`src/rtl/ddr_cmd_pkg.sv`:
```
package ddr_cmd_pkg;

    localparam int CMD_W = 9;
    localparam int ERR_W = 5;
    localparam int AP_BIT = 10;
    localparam int CNT_W = 3;

    typedef enum logic [3:0] {
        CMD_NOP  = 4'd0,
        CMD_ACT  = 4'd1,
        CMD_RD   = 4'd2,
        CMD_WR   = 4'd3,
        CMD_BST  = 4'd4,
        CMD_PRE  = 4'd5,
        CMD_AREF = 4'd6,
        CMD_SREF = 4'd7,
        CMD_LMR  = 4'd8
    } cmd_e;

    localparam int E_CLOSED = 0;
    localparam int E_REOPEN = 1;
    localparam int E_REFOPN = 2;
    localparam int E_BSTAP  = 3;
    localparam int E_CKE    = 4;

    // burst length code to clocks spent on the data bus
    function automatic logic [CNT_W-1:0] burst_clocks(input logic [2:0] code);
        case (code)
            3'd2:    return CNT_W'(2);
            3'd3:    return CNT_W'(4);
            default: return CNT_W'(1);
        endcase
    endfunction

endpackage

```
`src/rtl/ddr_cmd_decode.sv`:
```
module ddr_cmd_decode
    import ddr_cmd_pkg::*;
(
    input  logic cs_n,
    input  logic ras_n,
    input  logic cas_n,
    input  logic we_n,
    input  logic cke,
    output cmd_e cmd,
    output logic cke_viol
);

    cmd_e raw;

    always_comb begin
        raw = CMD_NOP;
        if (!cs_n) begin
            case ({ras_n, cas_n, we_n})
                3'b000:  raw = CMD_LMR;
                3'b001:  raw = cke ? CMD_AREF : CMD_SREF;
                3'b010:  raw = CMD_PRE;
                3'b011:  raw = CMD_ACT;
                3'b100:  raw = CMD_WR;
                3'b101:  raw = CMD_RD;
                3'b110:  raw = CMD_BST;
                default: raw = CMD_NOP;
            endcase
        end
    end

    always_comb begin
        cmd      = raw;
        cke_viol = 1'b0;
        if (!cke && raw != CMD_AREF && raw != CMD_SREF && raw != CMD_NOP) begin
            cmd      = CMD_NOP;
            cke_viol = 1'b1;
        end
    end

endmodule

```
`src/rtl/ddr_bank_slot.sv`:
```
module ddr_bank_slot
    import ddr_cmd_pkg::*;
#(
    parameter int ROW_W = 13
) (
    input  logic             clk,
    input  logic             rst,
    input  logic             act_i,
    input  logic             close_i,
    input  logic             ap_load_i,
    input  logic [CNT_W-1:0] ap_len_i,
    input  logic [ROW_W-1:0] row_i,
    output logic             open_o,
    output logic [ROW_W-1:0] row_o
);

    logic [CNT_W-1:0] ap_cnt;

    always_ff @(posedge clk) begin
        if (rst) begin
            open_o <= 1'b0;
            row_o  <= '0;
            ap_cnt <= '0;
        end else if (close_i) begin
            open_o <= 1'b0;
            ap_cnt <= '0;
        end else if (act_i) begin
            open_o <= 1'b1;
            row_o  <= row_i;
        end else if (ap_load_i) begin
            ap_cnt <= ap_len_i;
        end else if (ap_cnt != '0) begin
            if (ap_cnt == CNT_W'(1)) open_o <= 1'b0;
            ap_cnt <= ap_cnt - 1'b1;
        end
    end


    act_opens_chk: assert property (@(posedge clk) disable iff (rst)
        act_i && !close_i |=> open_o && row_o == $past(row_i));


    close_shuts_chk: assert property (@(posedge clk) disable iff (rst)
        close_i |=> !open_o);


    pending_needs_open_chk: assert property (@(posedge clk) disable iff (rst)
        ap_cnt != '0 |-> open_o);

endmodule

```
`src/rtl/ddr_cmd_monitor.sv`:
```
module ddr_cmd_monitor
    import ddr_cmd_pkg::*;
#(
    parameter int BANK_W = 2,
    parameter int ADDR_W = 13,
    parameter int NBYTES = 2,
    localparam int NB    = 1 << BANK_W
) (
    input  logic                 clk,
    input  logic                 rst,
    input  logic                 cs_n,
    input  logic                 ras_n,
    input  logic                 cas_n,
    input  logic                 we_n,
    input  logic                 cke,
    input  logic [BANK_W-1:0]    ba,
    input  logic [ADDR_W-1:0]    addr,
    input  logic [NBYTES-1:0]    dm,
    output logic [CMD_W-1:0]     cmd_oh,
    output logic [NB-1:0]        bank_open,
    output logic [NB*ADDR_W-1:0] open_rows,
    output logic [ADDR_W-1:0]    mode_reg,
    output logic [ADDR_W-1:0]    ext_mode_reg,
    output logic [ERR_W-1:0]     err_flags,
    output logic [NBYTES-1:0]    byte_wen
);

    cmd_e             cmd;
    logic             cke_viol;
    logic             ap_req;
    logic             acc;
    logic             last_rd_ap;
    logic [CNT_W-1:0] ap_len;
    logic [ERR_W-1:0] err_new;

    ddr_cmd_decode u_dec (
        .cs_n     (cs_n),
        .ras_n    (ras_n),
        .cas_n    (cas_n),
        .we_n     (we_n),
        .cke      (cke),
        .cmd      (cmd),
        .cke_viol (cke_viol)
    );

    assign ap_req = addr[AP_BIT];
    assign acc    = (cmd == CMD_RD) || (cmd == CMD_WR);
    assign ap_len = burst_clocks(mode_reg[2:0]);

    for (genvar i = 0; i < NB; i++) begin : g_bank
        logic hit;
        assign hit = (ba == BANK_W'(i));
        ddr_bank_slot #(.ROW_W(ADDR_W)) u_slot (
            .clk       (clk),
            .rst       (rst),
            .act_i     (cmd == CMD_ACT && hit && !bank_open[i]),
            .close_i   (cmd == CMD_PRE && (ap_req || hit)),
            .ap_load_i (acc && hit && bank_open[i] && ap_req),
            .ap_len_i  (ap_len),
            .row_i     (addr),
            .open_o    (bank_open[i]),
            .row_o     (open_rows[i*ADDR_W +: ADDR_W])
        );
    end

    always_comb begin
        err_new           = '0;
        err_new[E_CLOSED] = acc && !bank_open[ba];
        err_new[E_REOPEN] = (cmd == CMD_ACT) && bank_open[ba];
        err_new[E_REFOPN] = (cmd == CMD_AREF || cmd == CMD_SREF) && (|bank_open);
        err_new[E_BSTAP]  = (cmd == CMD_BST) && last_rd_ap;
        err_new[E_CKE]    = cke_viol;
    end

    always_ff @(posedge clk) begin
        if (rst) begin
            cmd_oh       <= CMD_W'(1);
            mode_reg     <= '0;
            ext_mode_reg <= '0;
            err_flags    <= '0;
            byte_wen     <= '0;
            last_rd_ap   <= 1'b0;
        end else begin
            cmd_oh    <= CMD_W'(1) << cmd;
            err_flags <= err_flags | err_new;
            byte_wen  <= ~dm;
            if (cmd == CMD_RD)      last_rd_ap <= ap_req;
            else if (cmd == CMD_WR) last_rd_ap <= 1'b0;
            if (cmd == CMD_LMR) begin
                if (ba == BANK_W'(0)) mode_reg     <= addr;
                if (ba == BANK_W'(1)) ext_mode_reg <= addr;
            end
        end
    end


    cmd_onehot_chk: assert property (@(posedge clk) disable iff (rst)
        1'b1 |=> $countones(cmd_oh) == 1);


    desel_quiet_chk: assert property (@(posedge clk) disable iff (rst)
        cs_n |=> cmd_oh == CMD_W'(1) && $stable(mode_reg) && $stable(ext_mode_reg));


    pre_all_chk: assert property (@(posedge clk) disable iff (rst)
        !cs_n && cke && {ras_n, cas_n, we_n} == 3'b010 && addr[AP_BIT] |=> bank_open == '0);


    ref_open_chk: assert property (@(posedge clk) disable iff (rst)
        !cs_n && {ras_n, cas_n, we_n} == 3'b001 && (|bank_open) |=> err_flags[E_REFOPN]);


    cke_low_chk: assert property (@(posedge clk) disable iff (rst)
        !cs_n && !cke && {ras_n, cas_n, we_n} != 3'b001 && {ras_n, cas_n, we_n} != 3'b111
        |=> cmd_oh == CMD_W'(1) && err_flags[E_CKE]);


    err_sticky_chk: assert property (@(posedge clk) disable iff (rst)
        1'b1 |=> ($past(err_flags) & ~err_flags) == '0);

endmodule

```
`config.mk`:
```
export PLATFORM = sky130hd
export DESIGN_NAME = ddr_cmd_monitor
export DESIGN_NICKNAME = d
export VERILOG_FILES = /design/src/rtl/ddr_cmd_pkg.sv /design/src/rtl/ddr_cmd_decode.sv /design/src/rtl/ddr_bank_slot.sv /design/src/rtl/ddr_cmd_monitor.sv
export SDC_FILE = /design/constraint.sdc
export NUM_CORES = 1
export LEC_CHECK = 0
export CELL_PAD_IN_SITES_DETAIL_PLACEMENT = 0
export CELL_PAD_IN_SITES_GLOBAL_PLACEMENT = 1
export CORE_UTILIZATION = 35
export DETAILED_ROUTE_END_ITERATION = 16
export DONT_BUFFER_PORTS = 1
export GPL_ROUTABILITY_DRIVEN = 0
export GPL_TIMING_DRIVEN = 0
export PLACE_DENSITY = 0.68
export RECOVER_POWER = 50
export SLEW_MARGIN = 30
export SYNTH_ARGS = -nofsm -noshare
export SYNTH_HDL_FRONTEND = slang
export SYNTH_SLANG_ARGS = --single-unit
```
`constraint.sdc`:
```
create_clock -name clk -period 5.9 [get_ports clk]
set_clock_uncertainty 0.15 [all_clocks]
set_input_delay 1.18 -clock clk [delete_from_list [all_inputs] [get_ports clk]]
set_output_delay 1.18 -clock clk [all_outputs]
set_load 0.01 [all_outputs]
```
# Word-level counts from Yosys, hierarchy flattened
# Cells that the tools add are included.
[classes]
bitwise = 10
n_lt_le_gt_ge = 1
shifts = 1
n_reduce_logical = 82
eq_ne = 29
n_addsub = 4
n_mux = 34
[op_table]
columns = ["op", "count"]
rows = [
  ["$logic_and A1 B1 Y1", 31],
  ["$pmux W4 S7", 1],
  ["$reduce_bool A2 Y1", 13],
  ["$mux W3", 8],
  ["$mux W1", 21],
  ["$reduce_and A2 Y1", 10],
  ["$eq A4 B3 Y1 const B", 4],
  ["$eq A3 B1 Y1 const B", 5],
  ["$eq A3 B2 Y1 const B", 4],
  ["$reduce_and A3 Y1", 4],
  ["$reduce_bool A3 Y1", 4],
  ["$sub A3 B1 Y3 const B", 4],
  ["$eq A3 B3 Y1 const B", 3],
  ["$shl A1 B4 Y9 const A", 1],
  ["$eq A4 B2 Y1 const B", 2],
  ["$mux W4", 2],
  ["$ne A2 B1 Y1 const B", 4],
  ["$ne A4 B3 Y1 const B", 2],
  ["$not A1 Y1", 8],
  ["$reduce_or A2 Y1", 4],
  ["$logic_not A1 Y1", 6],
  ["$logic_or A1 B1 Y1", 6],
  ["$pmux W3 S2", 1],
  ["$or A5 B5 Y5", 1],
  ["11 further kinds", 12],
]
[word_totals]
regBits = 111
elab_cells = 179
input_bits = 24

# Depth between registers and ports, before layout
# Gate-level depths: netlist of the first run.
[depth]
depth_word = 15
depth_mapped = 7

# Hierarchy
# Synthesis of the first run repeated with hierarchy kept, for this count alone.
[hier_totals]
hier_cells = 562
hier_area_um2 = 4667.0
[by_module_without_submodules]
columns = ["module", "n_inst", "area_each_um2", "cells_per_inst"]
rows = [
  ["ddr_bank_slot at g_bank[0].u_slot ...", 3, 713.2, 87],
  ["ddr_cmd_monitor", 1, 1711.6, 200],
  ["ddr_bank_slot at g_bank[3].u_slot", 1, 710.7, 87],
  ["ddr_cmd_decode", 1, 105.1, 14],
]

# Worst setup path after synthesis of the first run
# Ideal clock, no wire load.
[synth_path]
path_kind = "input port to flip-flop"
startpoint = "in we_n"
endpoint = "reg g_bank[3].u_slot.row_o[0]"
setup_time_ps = 128
arrival_ps = 2435
setup_slack_ps = 3187
cell_stages = 7
t_required_ps = 5622
path_cell_list = "buf_2 > nand2b_1 > buf_2 > nor4_4 > buf_6 > mux2i_1 > nor2_1"
[synth_via]
elab_chain_len = 12
[synth_rtl]
columns = ["item", "line_no", "text"]
rows = [
  ["start, declared", "ddr_cmd_monitor.sv:14", "input logic we_n,"],
  ["$eq A3 B3 Y1, or another cell as far along", "ddr_cmd_decode.sv:18", "case ({ras_n, cas_n, we_n})"],
  ["$pmux W4 S7 (*)", "ddr_cmd_decode.sv:18", ""],
  ["$mux W4 (*)", "ddr_cmd_decode.sv:17", "if (!cs_n) begin"],
  ["$ne A4 B3 Y1", "ddr_cmd_decode.sv:34", "if (!cke && raw != CMD_AREF && raw != CMD_SREF && raw != CMD_NOP) begin"],
  ["$logic_and A1 B1 Y1 (3 in a row)", "ddr_cmd_decode.sv:34", ""],
  ["$mux W4 (*)", "ddr_cmd_decode.sv:34", ""],
  ["$eq A4 B1 Y1 or $eq A4 B3 Y1 (tied branches)", "ddr_cmd_monitor.sv:56, ddr_cmd_monitor.sv:57", ""],
  ["$logic_and A1 B1 Y1 (on tied branches)", "ddr_cmd_monitor.sv:56, ddr_cmd_monitor.sv:57", ""],
  ["$logic_and A1 B1 Y1 or $not A1 Y1 (tied branches)", "-", ""],
  ["$reduce_and A2 Y1 (no source line) (*)", "-", ""],
  ["end signal, assigned", "ddr_bank_slot.sv:29", "row_o <= row_i;"],
  ["end, declared", "ddr_bank_slot.sv:14", "output logic [ROW_W-1:0] row_o"],
]
# Every way passes the cells marked *; elsewhere a longest branch is shown, timed or not.
# A chain may end at the register's enable or synchronous reset.

# Worst setup path after layout of the first run
[layout_path]
startpoint = "in we_n"
endpoint = "reg g_bank[1].u_slot.row_o[2]"
[layout_via]
elab_chain_len = 12
[layout_rtl]
columns = ["item", "line_no"]
rows = [
  ["$eq A3 B3 Y1, or another cell as far along", "ddr_cmd_decode.sv:18"],
  ["$pmux W4 S7 (*)", "ddr_cmd_decode.sv:18"],
  ["$mux W4 (*)", "ddr_cmd_decode.sv:17"],
  ["$ne A4 B3 Y1", "ddr_cmd_decode.sv:34"],
  ["$logic_and A1 B1 Y1 (3 in a row)", "ddr_cmd_decode.sv:34"],
  ["$mux W4 (*)", "ddr_cmd_decode.sv:34"],
  ["$eq A4 B1 Y1 or $eq A4 B3 Y1 (tied branches)", "ddr_cmd_monitor.sv:56, ddr_cmd_monitor.sv:57"],
  ["$logic_and A1 B1 Y1 (on tied branches)", "ddr_cmd_monitor.sv:56, ddr_cmd_monitor.sv:57"],
  ["$logic_and A1 B1 Y1 or $not A1 Y1 (tied branches)", "-"],
  ["$reduce_and A2 Y1 (no source line) (*)", "-"],
  ["end signal, assigned", "ddr_bank_slot.sv:29"],
  ["end, declared", "ddr_bank_slot.sv:14"],
]
# Marks and branches as above.

==> results of run 1 <==
[cell usage in the layout (no fill, tap or decap), drive strengths merged, types with 6 or more instances in the layout]
master,n
mux2i,81
o21ai,8
buf,19
inv,12
dfxtp,111
nor2,107
ha,12
a21oi,15
nand2b,9
nor4,6
clkbuf,31
nand2,16
nand3,12
or3,6
nor3,11
[through the flow]
stage | util (%) | setup WS [ns] | hold WS [ns] | cells | total power, uW
5_1_grt | 40.2 | 2.75 | 0.343 | 699 | 1900
4_1_cts | 40.3 | 3.08 | 0.314 | 699 | 1810
3_5_place_dp | 38.1 | 2.70 | 0.301 | 683 | 1210
3_3_place_gp | 38.1 | 2.73 | 0.294 | 683 | 1190
2_1_floorplan | - | 3.19 | 0.282 | 507 | 1130
6_report | 40.2 | 2.84 | 0.315 | 699 | 1800
[logic make-up after synthesis]
family,Yosys count,synth area share (%)
AND/OR/NAND/NOR,193,20.4
flip-flops,111,45.3
multiplexers,83,17.2
AO/OA/AOI/OAI,56,7.93
buffers and inverters,47,5.20
adder cells (fa/ha/maj),12,3.06
XOR/XNOR,5,0.892
[power by group through the flow]
stage                     logic [uW]  registers (uW)  clock network (uW)
after detailed placement         360             847                   0
final                            362             829                 609
after global routing             410             836                 659
after floorplan                  293             838                   0
after global placement           345             846                   0
after CTS                        363             829                 623
[critical path, cell delays in order]
cell and delay [ns]:
sky130_fd_sc_hd__clkbuf_1 0.38, sky130_fd_sc_hd__nand4b_4 0.26, sky130_fd_sc_hd__nor4_4 0.65, sky130_fd_sc_hd__buf_4 0.38, sky130_fd_sc_hd__mux2i_1 0.22, sky130_fd_sc_hd__nor2_1 0.05
[path summary, 6_finish.rpt]
kind	start	slack (ns)	end	cells after the start
worst max-delay path	we_n	2.84	g_bank[1].u_slot.row_o[2]	6
worst min-delay path	last_rd_ap	0.31	last_rd_ap	2
worst max register to register	g_bank[1].u_slot.open_o	3.65	g_bank[1].u_slot.row_o[2]	5
worst min register to register	last_rd_ap	0.31	last_rd_ap	2
[cell usage after synthesis (3+ instances only)]
cell | instances | share of area [%]
sky130_fd_sc_hd__buf_2 | 9 | 0.92
sky130_fd_sc_hd__xnor2_1 | 3 | 0.54
sky130_fd_sc_hd__inv_1 | 9 | 0.69
sky130_fd_sc_hd__ha_1 | 12 | 3.1
sky130_fd_sc_hd__clkbuf_1 | 16 | 1.2
sky130_fd_sc_hd__a21oi_1 | 15 | 1.5
sky130_fd_sc_hd__a22o_1 | 3 | 0.54
sky130_fd_sc_hd__o31a_1 | 3 | 0.54
sky130_fd_sc_hd__nor4_1 | 3 | 0.38
sky130_fd_sc_hd__buf_6 | 5 | 1.1
sky130_fd_sc_hd__o21ai_0 | 7 | 0.71
sky130_fd_sc_hd__nand3_1 | 12 | 1.2
sky130_fd_sc_hd__or3_1 | 5 | 0.64
sky130_fd_sc_hd__nand2b_1 | 9 | 1.1
sky130_fd_sc_hd__o311ai_0 | 3 | 0.54
sky130_fd_sc_hd__nor2b_1 | 4 | 0.51
sky130_fd_sc_hd__o211ai_1 | 5 | 0.76
sky130_fd_sc_hd__dfxtp_1 | 111 | 45
sky130_fd_sc_hd__a211oi_1 | 5 | 0.76
sky130_fd_sc_hd__nand2_1 | 16 | 1.2
sky130_fd_sc_hd__nor4_4 | 3 | 1.3
sky130_fd_sc_hd__mux2i_1 | 81 | 17
sky130_fd_sc_hd__nor3_1 | 9 | 0.92
sky130_fd_sc_hd__nor2_1 | 107 | 8.2
sky130_fd_sc_hd__buf_4 | 8 | 1.2
[final cells by class]
class	count	area (sq um)	share of cell area [%]
sequential	111	2220	41.1
inverter	9	33.8	0.625
tap	176	220	4.08
buffer	38	211	3.91
multi-input combinational	349	2430	44.9
clock inverter	4	33.8	0.625
clock buffer	12	256	4.75
[metal layers]
| layer | global-route usage [%] | up-vias | wire length, microns |
|---|---|---|---|
| met5 | 0 | - | 0 |
| met4 | 4.86 | 0 | 146 |
| met3 | 8.96 | 14 | 1440 |
| met2 | 30.8 | 136 | 6270 |
| met1 | 23.9 | 1745 | 5870 |
| li1 | - | 1786 | - |
==> summary.md, run 1 <==
| Metric | Value |
|---|---|
| Run status | completed |
| Maximum number of pins on one net before global-route repair | 19 |
| RSZ-0062 raised after global routing | no |
| Setup violations, final | 0 |
| Mapped Area | 0.00491 sq mm |
| Worst Setup Path Type | primary input to flip-flop |
| Synthesized instance count | 507 |
| Largest vdd supply drop | 0.000220 V |
| Dominant synthesized flop cell | sky130_fd_sc_hd__dfxtp_1 |
| Starting DRC count in detailed routing | 213 |
| Clock Sinks | 111 |
| Root buffer cell | sky130_fd_sc_hd__clkbuf_16 |
| Worst Tran Pin Value | 0.788 ns |
| Area of the core region | 0.0135 sq mm |
| Area of placed instances | 0.00513 sq mm |
| Final hold vios | 0 |
| EDFF count, synth | 0 |
| Filler Cell Count | 1382 |
| Skew-Pair Late Insertion Delay | 0.35 ns |
| Synth unique cells | 56 |
| Vias/cell | 5.27 |
| Worst slew margin | 47.0% |
| Initial antenna violation count | 0 |
| Yosys warns | 0 |
| Final total negative setup slack | 0 ns |
| Largest register FFs | 52 |
| Share of the clock period used by the worst path | 51.9% |
| Switching power share of the total | 29.6% |
| Post-route cell area | 0.00540 sq mm |
| DIE HEIGHT | 120 microns |
| Count of instances resized after the clock tree is built | 0 |
| Number of antenna repair diodes | 0 |
| Die Span X | 120 microns |
| CTS H-Tree Depth | 3 |
| TritonCTS clock tree | yes |
| Share of layout cells above drive strength 1 | 8.99% |
| Post-CTS setup buffer count | 0 |
| Max Fclk | 327 MHz |
| Internal | 1270 uW |
| Final number of max-transition violations | 0 |
| Initial core utilization | 36.5% |
| Worst path required time | 5.98 ns |
| Critical Path Fanout Max | 10 |
| Combinational cell fraction of total power | 20.1% |
| Area of the die | 0.0145 sq mm |
| Max-cap violations | 0 |
| Register bit count reported by yosys | 111 |
| Post-DRT Antenna Nets | 0 |
| DR vias | 3681 |
| DP Wirelength | 9810 microns |
| Power density of the placed cells | 333 mW/mm^2 |
| Clk network pwr share | 33.8% |
| Quantity of hold-fixing buffers added after cts | 0 |
| Area growth from synthesis to layout | 10.1% |
| Total grt overflow | 0 |
| Switching power | 534 uW |
| CP Launch Type | primary input |
| Detailed-routing iteration count for the pre-antenna-repair pass | 5 |
| Nets | 554 |
| Total I/O pin count | 122 |
| DRC violations left | 0 |
| Gr usage total | 19.5% |
| Wire length of the first global-routing pass | 21100 microns |
| Data arrival time at the worst-slack endpoint | 3.14 ns |
| Count of input and output buffers | 0 |
| Sequential share of the synthesized area | 45.3% |
| Static leakage | 0.00206 uW |
| Part of the power in registers | 46.0% |
| Number of standard-cell rows in the floorplan | 42 |
| Max Buffers Root-to-Sink | 2 |
| Number of buffers added by the clock tree synthesis step | 9 |
| WL per Instance | 19.7 microns |
| Number of global-route vias before repair | 3681 |
| Path type of the worst min-delay path | flip-flop to flip-flop |
| Minimum clock period after layout | 3.06 ns |
| Register clock-pin slew on the reported worst setup and hold paths | 0.07 ns |
| Kind of capture point of the worst setup path | flip-flop |
| Drt total wl | 13700 microns |
| Mean instance size in the synthesized netlist | 9.68 sq um |
| Synthesized netlist net count | 543 |
| Async set or reset register ratio after synthesis | 0% |
No activity file was read; power rests on OpenSTA's default activity.
==> run 2: changes to the inputs <==
--- a/config.mk
+++ b/config.mk
@@ -5,6 +5,7 @@
 export SDC_FILE = /design/constraint.sdc
 export NUM_CORES = 1
 export LEC_CHECK = 0
+export ABC_AREA = 1
 export CELL_PAD_IN_SITES_DETAIL_PLACEMENT = 0
 export CELL_PAD_IN_SITES_GLOBAL_PLACEMENT = 1
 export CORE_UTILIZATION = 35
@@ -12,7 +13,7 @@
 export DONT_BUFFER_PORTS = 1
 export GPL_ROUTABILITY_DRIVEN = 0
 export GPL_TIMING_DRIVEN = 0
-export PLACE_DENSITY = 0.68
+export PLACE_DENSITY = 0.71
 export RECOVER_POWER = 50
 export SLEW_MARGIN = 30
 export SYNTH_ARGS = -nofsm -noshare
==> constraint.sdc (replaced) <==
create_clock -name clk -period 2.9 [get_ports clk]
set_clock_uncertainty 0.15 [all_clocks]
set_input_delay 0.58 -clock clk [delete_from_list [all_inputs] [get_ports clk]]
set_output_delay 0.58 -clock clk [all_outputs]
set_load 0.01 [all_outputs]
==> summary.md, run 2 <==
| Metric | Value |
|---|---|
| Run status | completed (unchanged) |
| Detailed-routing iteration count for the pre-antenna-repair pass | 5 (unchanged) |
| Share of layout cells above drive strength 1 | 10.5% (was 8.99%) |
| Number of buffers added by the clock tree synthesis step | 9 (unchanged) |
| TritonCTS clock tree | yes (unchanged) |
| Maximum number of pins on one net before global-route repair | 20 (was 19) |
| EDFF count, synth | 0 (unchanged) |
| Mean instance size in the synthesized netlist | 7.54 sq um (was 9.68 sq um) |
| Minimum clock period after layout | 2.32 ns |
| Endpoint of the worst-slack reg-to-reg timing path | g_bank[3].u_slot.ap_cnt[2] (was g_bank[1].u_slot.row_o[2]) |
| Largest register FFs | 52 (unchanged) |
| Pre-CTS worst setup slack | 0.672 ns (was 2.70 ns) |
| Mapped Area | 0.00478 sq mm (was 0.00491 sq mm) |
| Post-synthesis adder-cell area fraction | 3.14% (was 3.06%) |
| Mux contribution to synthesized area | 0% (was 17.2%) |
| Path type of the worst min-delay path | primary input to flip-flop (was flip-flop to flip-flop) |
| Synthesized netlist net count | 670 (was 543) |
| Root buffer cell | sky130_fd_sc_hd__clkbuf_16 (unchanged) |
| Worst setup path startpoint | cas_n (was we_n) |
| Synth Area in Compound Gates | 12.4% (was 7.93%) |
| CP Launch Type | primary input (unchanged) |
| Hold_sp | dm[1] (was last_rd_ap) |
| Vias/cell | 4.98 (was 5.27) |
| Static leakage | 0.00225 uW (was 0.00206 uW) |
| Most common library cells after synthesis | sky130_fd_sc_hd__nor2_1 (127), sky130_fd_sc_hd__dfxtp_1 (111), sky130_fd_sc_hd__nand2_1 (106), sky130_fd_sc_hd__o21ai_0 (50), sky130_fd_sc_hd__a21oi_1 (46) (was sky130_fd_sc_hd__dfxtp_1 (111), sky130_fd_sc_hd__nor2_1 (107), sky130_fd_sc_hd__mux2i_1 (81), sky130_fd_sc_hd__clkbuf_1 (16), sky130_fd_sc_hd__nand2_1 (16)) |
| Register clock-pin slew on the reported worst setup and hold paths | 0.08 ns (was 0.07 ns) |
| Register-to-register path setup slack | 0.94 ns (was 3.65 ns) |
| Total grt overflow | 0 (unchanged) |
| Post-DRT Antenna Nets | 0 (unchanged) |
| DR vias | 4110 (was 3681) |
| Area of the die | 0.0141 sq mm (was 0.0145 sq mm) |
| Worst Tran Pin Value | 0.636 ns (was 0.788 ns) |
| DIE HEIGHT | 119 microns (was 120 microns) |
| Nets | 681 (was 554) |
| Count of instances resized after the clock tree is built | 0 (unchanged) |
| Area growth from synthesis to layout | 10.2% (was 10.1%) |
| Initial core utilization | 35.9% (was 36.5%) |
| Starting DRC count in detailed routing | 292 (was 213) |
| Total I/O pin count | 122 (unchanged) |
| Cell total after placement | 810 (was 683) |
| Final hold vios | 0 (unchanged) |
| Sequential share of the synthesized area | 46.5% (was 45.3%) |
| Async set or reset register ratio after synthesis | 0% (unchanged) |
| Worst path required time | 3.01 ns (was 5.98 ns) |
| Filler Cell Count | 1384 (was 1382) |
| Clock Sinks | 111 (unchanged) |
| Synth unique cells | 34 (was 56) |
| Top area cells in the synthesized netlist | sky130_fd_sc_hd__dfxtp_1 (46%), sky130_fd_sc_hd__nor2_1 (10%), sky130_fd_sc_hd__nand2_1 (8.3%), sky130_fd_sc_hd__o21ai_0 (5.2%), sky130_fd_sc_hd__a21oi_1 (4.8%) (was sky130_fd_sc_hd__dfxtp_1 (45%), sky130_fd_sc_hd__mux2i_1 (17%), sky130_fd_sc_hd__nor2_1 (8.2%), sky130_fd_sc_hd__ha_1 (3.1%), sky130_fd_sc_hd__a21oi_1 (1.5%)) |
| Worst Setup Path Type | primary input to flip-flop (unchanged) |
| DRC violations left | 0 (unchanged) |
| Skew-Pair Late Insertion Delay | 0.35 ns (about the same) |
| Area share of the largest cell type after synthesis | 46.5% (was 45.3%) |
| R2R Path Start | mode_reg[1] (was g_bank[1].u_slot.open_o) |
| DP Wirelength | 10100 microns (was 9810 microns) |
| Number of standard-cell rows in the floorplan | 42 (unchanged) |
| Max Buffers Root-to-Sink | 2 (unchanged) |
| Worst setup slack after layout | 0.583 ns (was 2.84 ns) |
| Count of input and output buffers | 0 (unchanged) |
| Drt total wl | 13600 microns (was 13700 microns) |
| CTS H-Tree Depth | 3 (unchanged) |
| Kind of capture point of the worst setup path | flip-flop (unchanged) |
| Largest vdd supply drop | 0.000231 V (was 0.000220 V) |
| Critical Path Fanout Max | 10 (unchanged) |
| Simple logic cell fraction of the synthesized area | 29.4% (was 20.4%) |
| Dominant synthesized flop cell | sky130_fd_sc_hd__dfxtp_1 (unchanged) |
| Number of global-route vias before repair | 3771 (was 3681) |
| Commonest non-fill, non-tap cell in the layout | sky130_fd_sc_hd__nor2_1 (was sky130_fd_sc_hd__dfxtp_1) |
| Dominant combinational cell family by area after synthesis | simple AND/OR/NAND/NOR gates (unchanged) |
| Final total negative setup slack | 0 ns (unchanged) |
| Area of the core region | 0.0133 sq mm (was 0.0135 sq mm) |
| Largest area contributor in the synthesized netlist | sky130_fd_sc_hd__dfxtp_1 (unchanged) |
| Xor and xnor fraction of the mapped netlist area | 0.733% (was 0.892%) |
| Power density of the placed cells | 705 mW/mm^2 (was 333 mW/mm^2) |
| RSZ-0062 raised after global routing | no (unchanged) |
| Number of antenna repair diodes | 0 (unchanged) |
| Data arrival time at the worst-slack endpoint | 2.42 ns (was 3.14 ns) |
| Synthesized instance count | 634 (was 507) |
| Yosys warns | 0 (unchanged) |
| Initial antenna violation count | 0 (unchanged) |
| Commonest non-fill, non-tap cells in the layout | sky130_fd_sc_hd__nor2_1 (129), sky130_fd_sc_hd__dfxtp_1 (111), sky130_fd_sc_hd__nand2_1 (109) (was sky130_fd_sc_hd__dfxtp_1 (111), sky130_fd_sc_hd__nor2_1 (107), sky130_fd_sc_hd__mux2i_1 (81)) |
| Die Span X | 119 microns (was 120 microns) |
| Worst slew margin | 57.6% (was 47.0%) |
| Gr usage total | 19.5% (about the same) |
| Wire length of the first global-routing pass | 21100 microns (about the same) |
| Max-cap violations | 0 (unchanged) |
| Max Fclk | 432 MHz |
| Post-route insts no fill | 826 (was 699) |
| Setup violations, final | 0 (unchanged) |
| Hold-critical path endpoint | byte_wen[1] (was last_rd_ap) |
| Quantity of hold-fixing buffers added after cts | 0 (unchanged) |
| Dominant cell by count in the synthesized netlist | sky130_fd_sc_hd__nor2_1 (was sky130_fd_sc_hd__dfxtp_1) |
| Register bit count reported by yosys | 111 (unchanged) |
| Post-CTS setup buffer count | 0 (unchanged) |
| WL per Instance | 16.4 microns (was 19.7 microns) |
| Final number of max-transition violations | 0 (unchanged) |
| Worst hold path stage count | 1 (was 2) |
| Share of the clock period used by the worst path | 79.9% |
| Depth of the most critical reg-to-reg path | 8 (was 5) |
==> run 2: changes by cell type in the layout (fill, tap and decap cells not counted), sizes merged, moves of 8 or more <==
cell and delta:
nand2 +102, mux2i -81, o21ai +46, inv +40
nand3 +38, a21oi +34, nor2 +27, nand2b -9
clkbuf -8
==> run 2: worst max-delay path by stage <==
| stage | slack (ns) | endpoint |
|---|---|---|
| floorplan | 0.98 | g_bank[3].u_slot.ap_cnt[1] |
| global placement | 0.71 | mode_reg[12] |
| detailed placement | 0.67 | g_bank[3].u_slot.ap_cnt[1] |
| CTS | 0.96 | g_bank[3].u_slot.ap_cnt[2] |
| global route | 0.38 | g_bank[3].u_slot.ap_cnt[0] |
| finish | 0.58 | g_bank[3].u_slot.ap_cnt[1] |
==> run 2: kinds of logic after synthesis <==
family	count (synthesis)
xor gates and xnor gates	4
buffers and inverters	80
and+or+nand+nor	316
AOI/OAI and AO/OA	111
adders and majority gates	12
DFF	111
==> run 2: worst max-delay path, cell delays in order <==
cell and delay [ns]:
sky130_fd_sc_hd__inv_2 0.07, sky130_fd_sc_hd__nand4_1 0.13, sky130_fd_sc_hd__nand2_1 0.13, sky130_fd_sc_hd__nor2_1 0.09
sky130_fd_sc_hd__nor2_1 0.31, sky130_fd_sc_hd__clkbuf_1 0.44, sky130_fd_sc_hd__nand3_2 0.26, sky130_fd_sc_hd__nand2_1 0.11
sky130_fd_sc_hd__nand2_1 0.09, sky130_fd_sc_hd__o21ai_1 0.15, sky130_fd_sc_hd__nor2_1 0.05
==> run 2: metrics by stage <==
stage | total power [uW] | util (%) | hold WS [ns] | area (sq um)
4_1_cts | 3750 | 39.8 | 0.121 | 5290
6_report | 3710 | 39.6 | 0.137 | 5270
2_1_floorplan | 2380 | - | 0.303 | 4780
3_5_place_dp | 2520 | 37.6 | 0.330 | 5000
3_3_place_gp | 2500 | 37.6 | 0.319 | 5000
5_1_grt | 3950 | 39.6 | 0.129 | 5270
==> run 2: final cells by class <==
cell class / count / area, sq um / area share, %
well taps: 176 / 220 / 4.18
multi-input cells: 443 / 2160 / 41.1
inverters: 49 / 191 / 3.64
plain buffers: 31 / 178 / 3.37
flip-flops and latches: 111 / 2220 / 42.2
clock inverters: 6 / 51.3 / 0.974
clock buffers: 10 / 239 / 4.54
==> run 2: where the power goes <==
part           internal, uW  switching (uW)  total [uW]
Combinational           306             486         792
Sequential             1620            70.1        1690
Clock                   621             612        1230
Total                  2540            1170        3710
==> run 2: routing by layer <==
layer	wire length [microns]	track usage, %	share of wire [%]
met5	0	0	0
met4	111	5.46	0.82
met3	1040	6.37	7.7
met2	6220	31.4	46
met1	6180	25.0	46
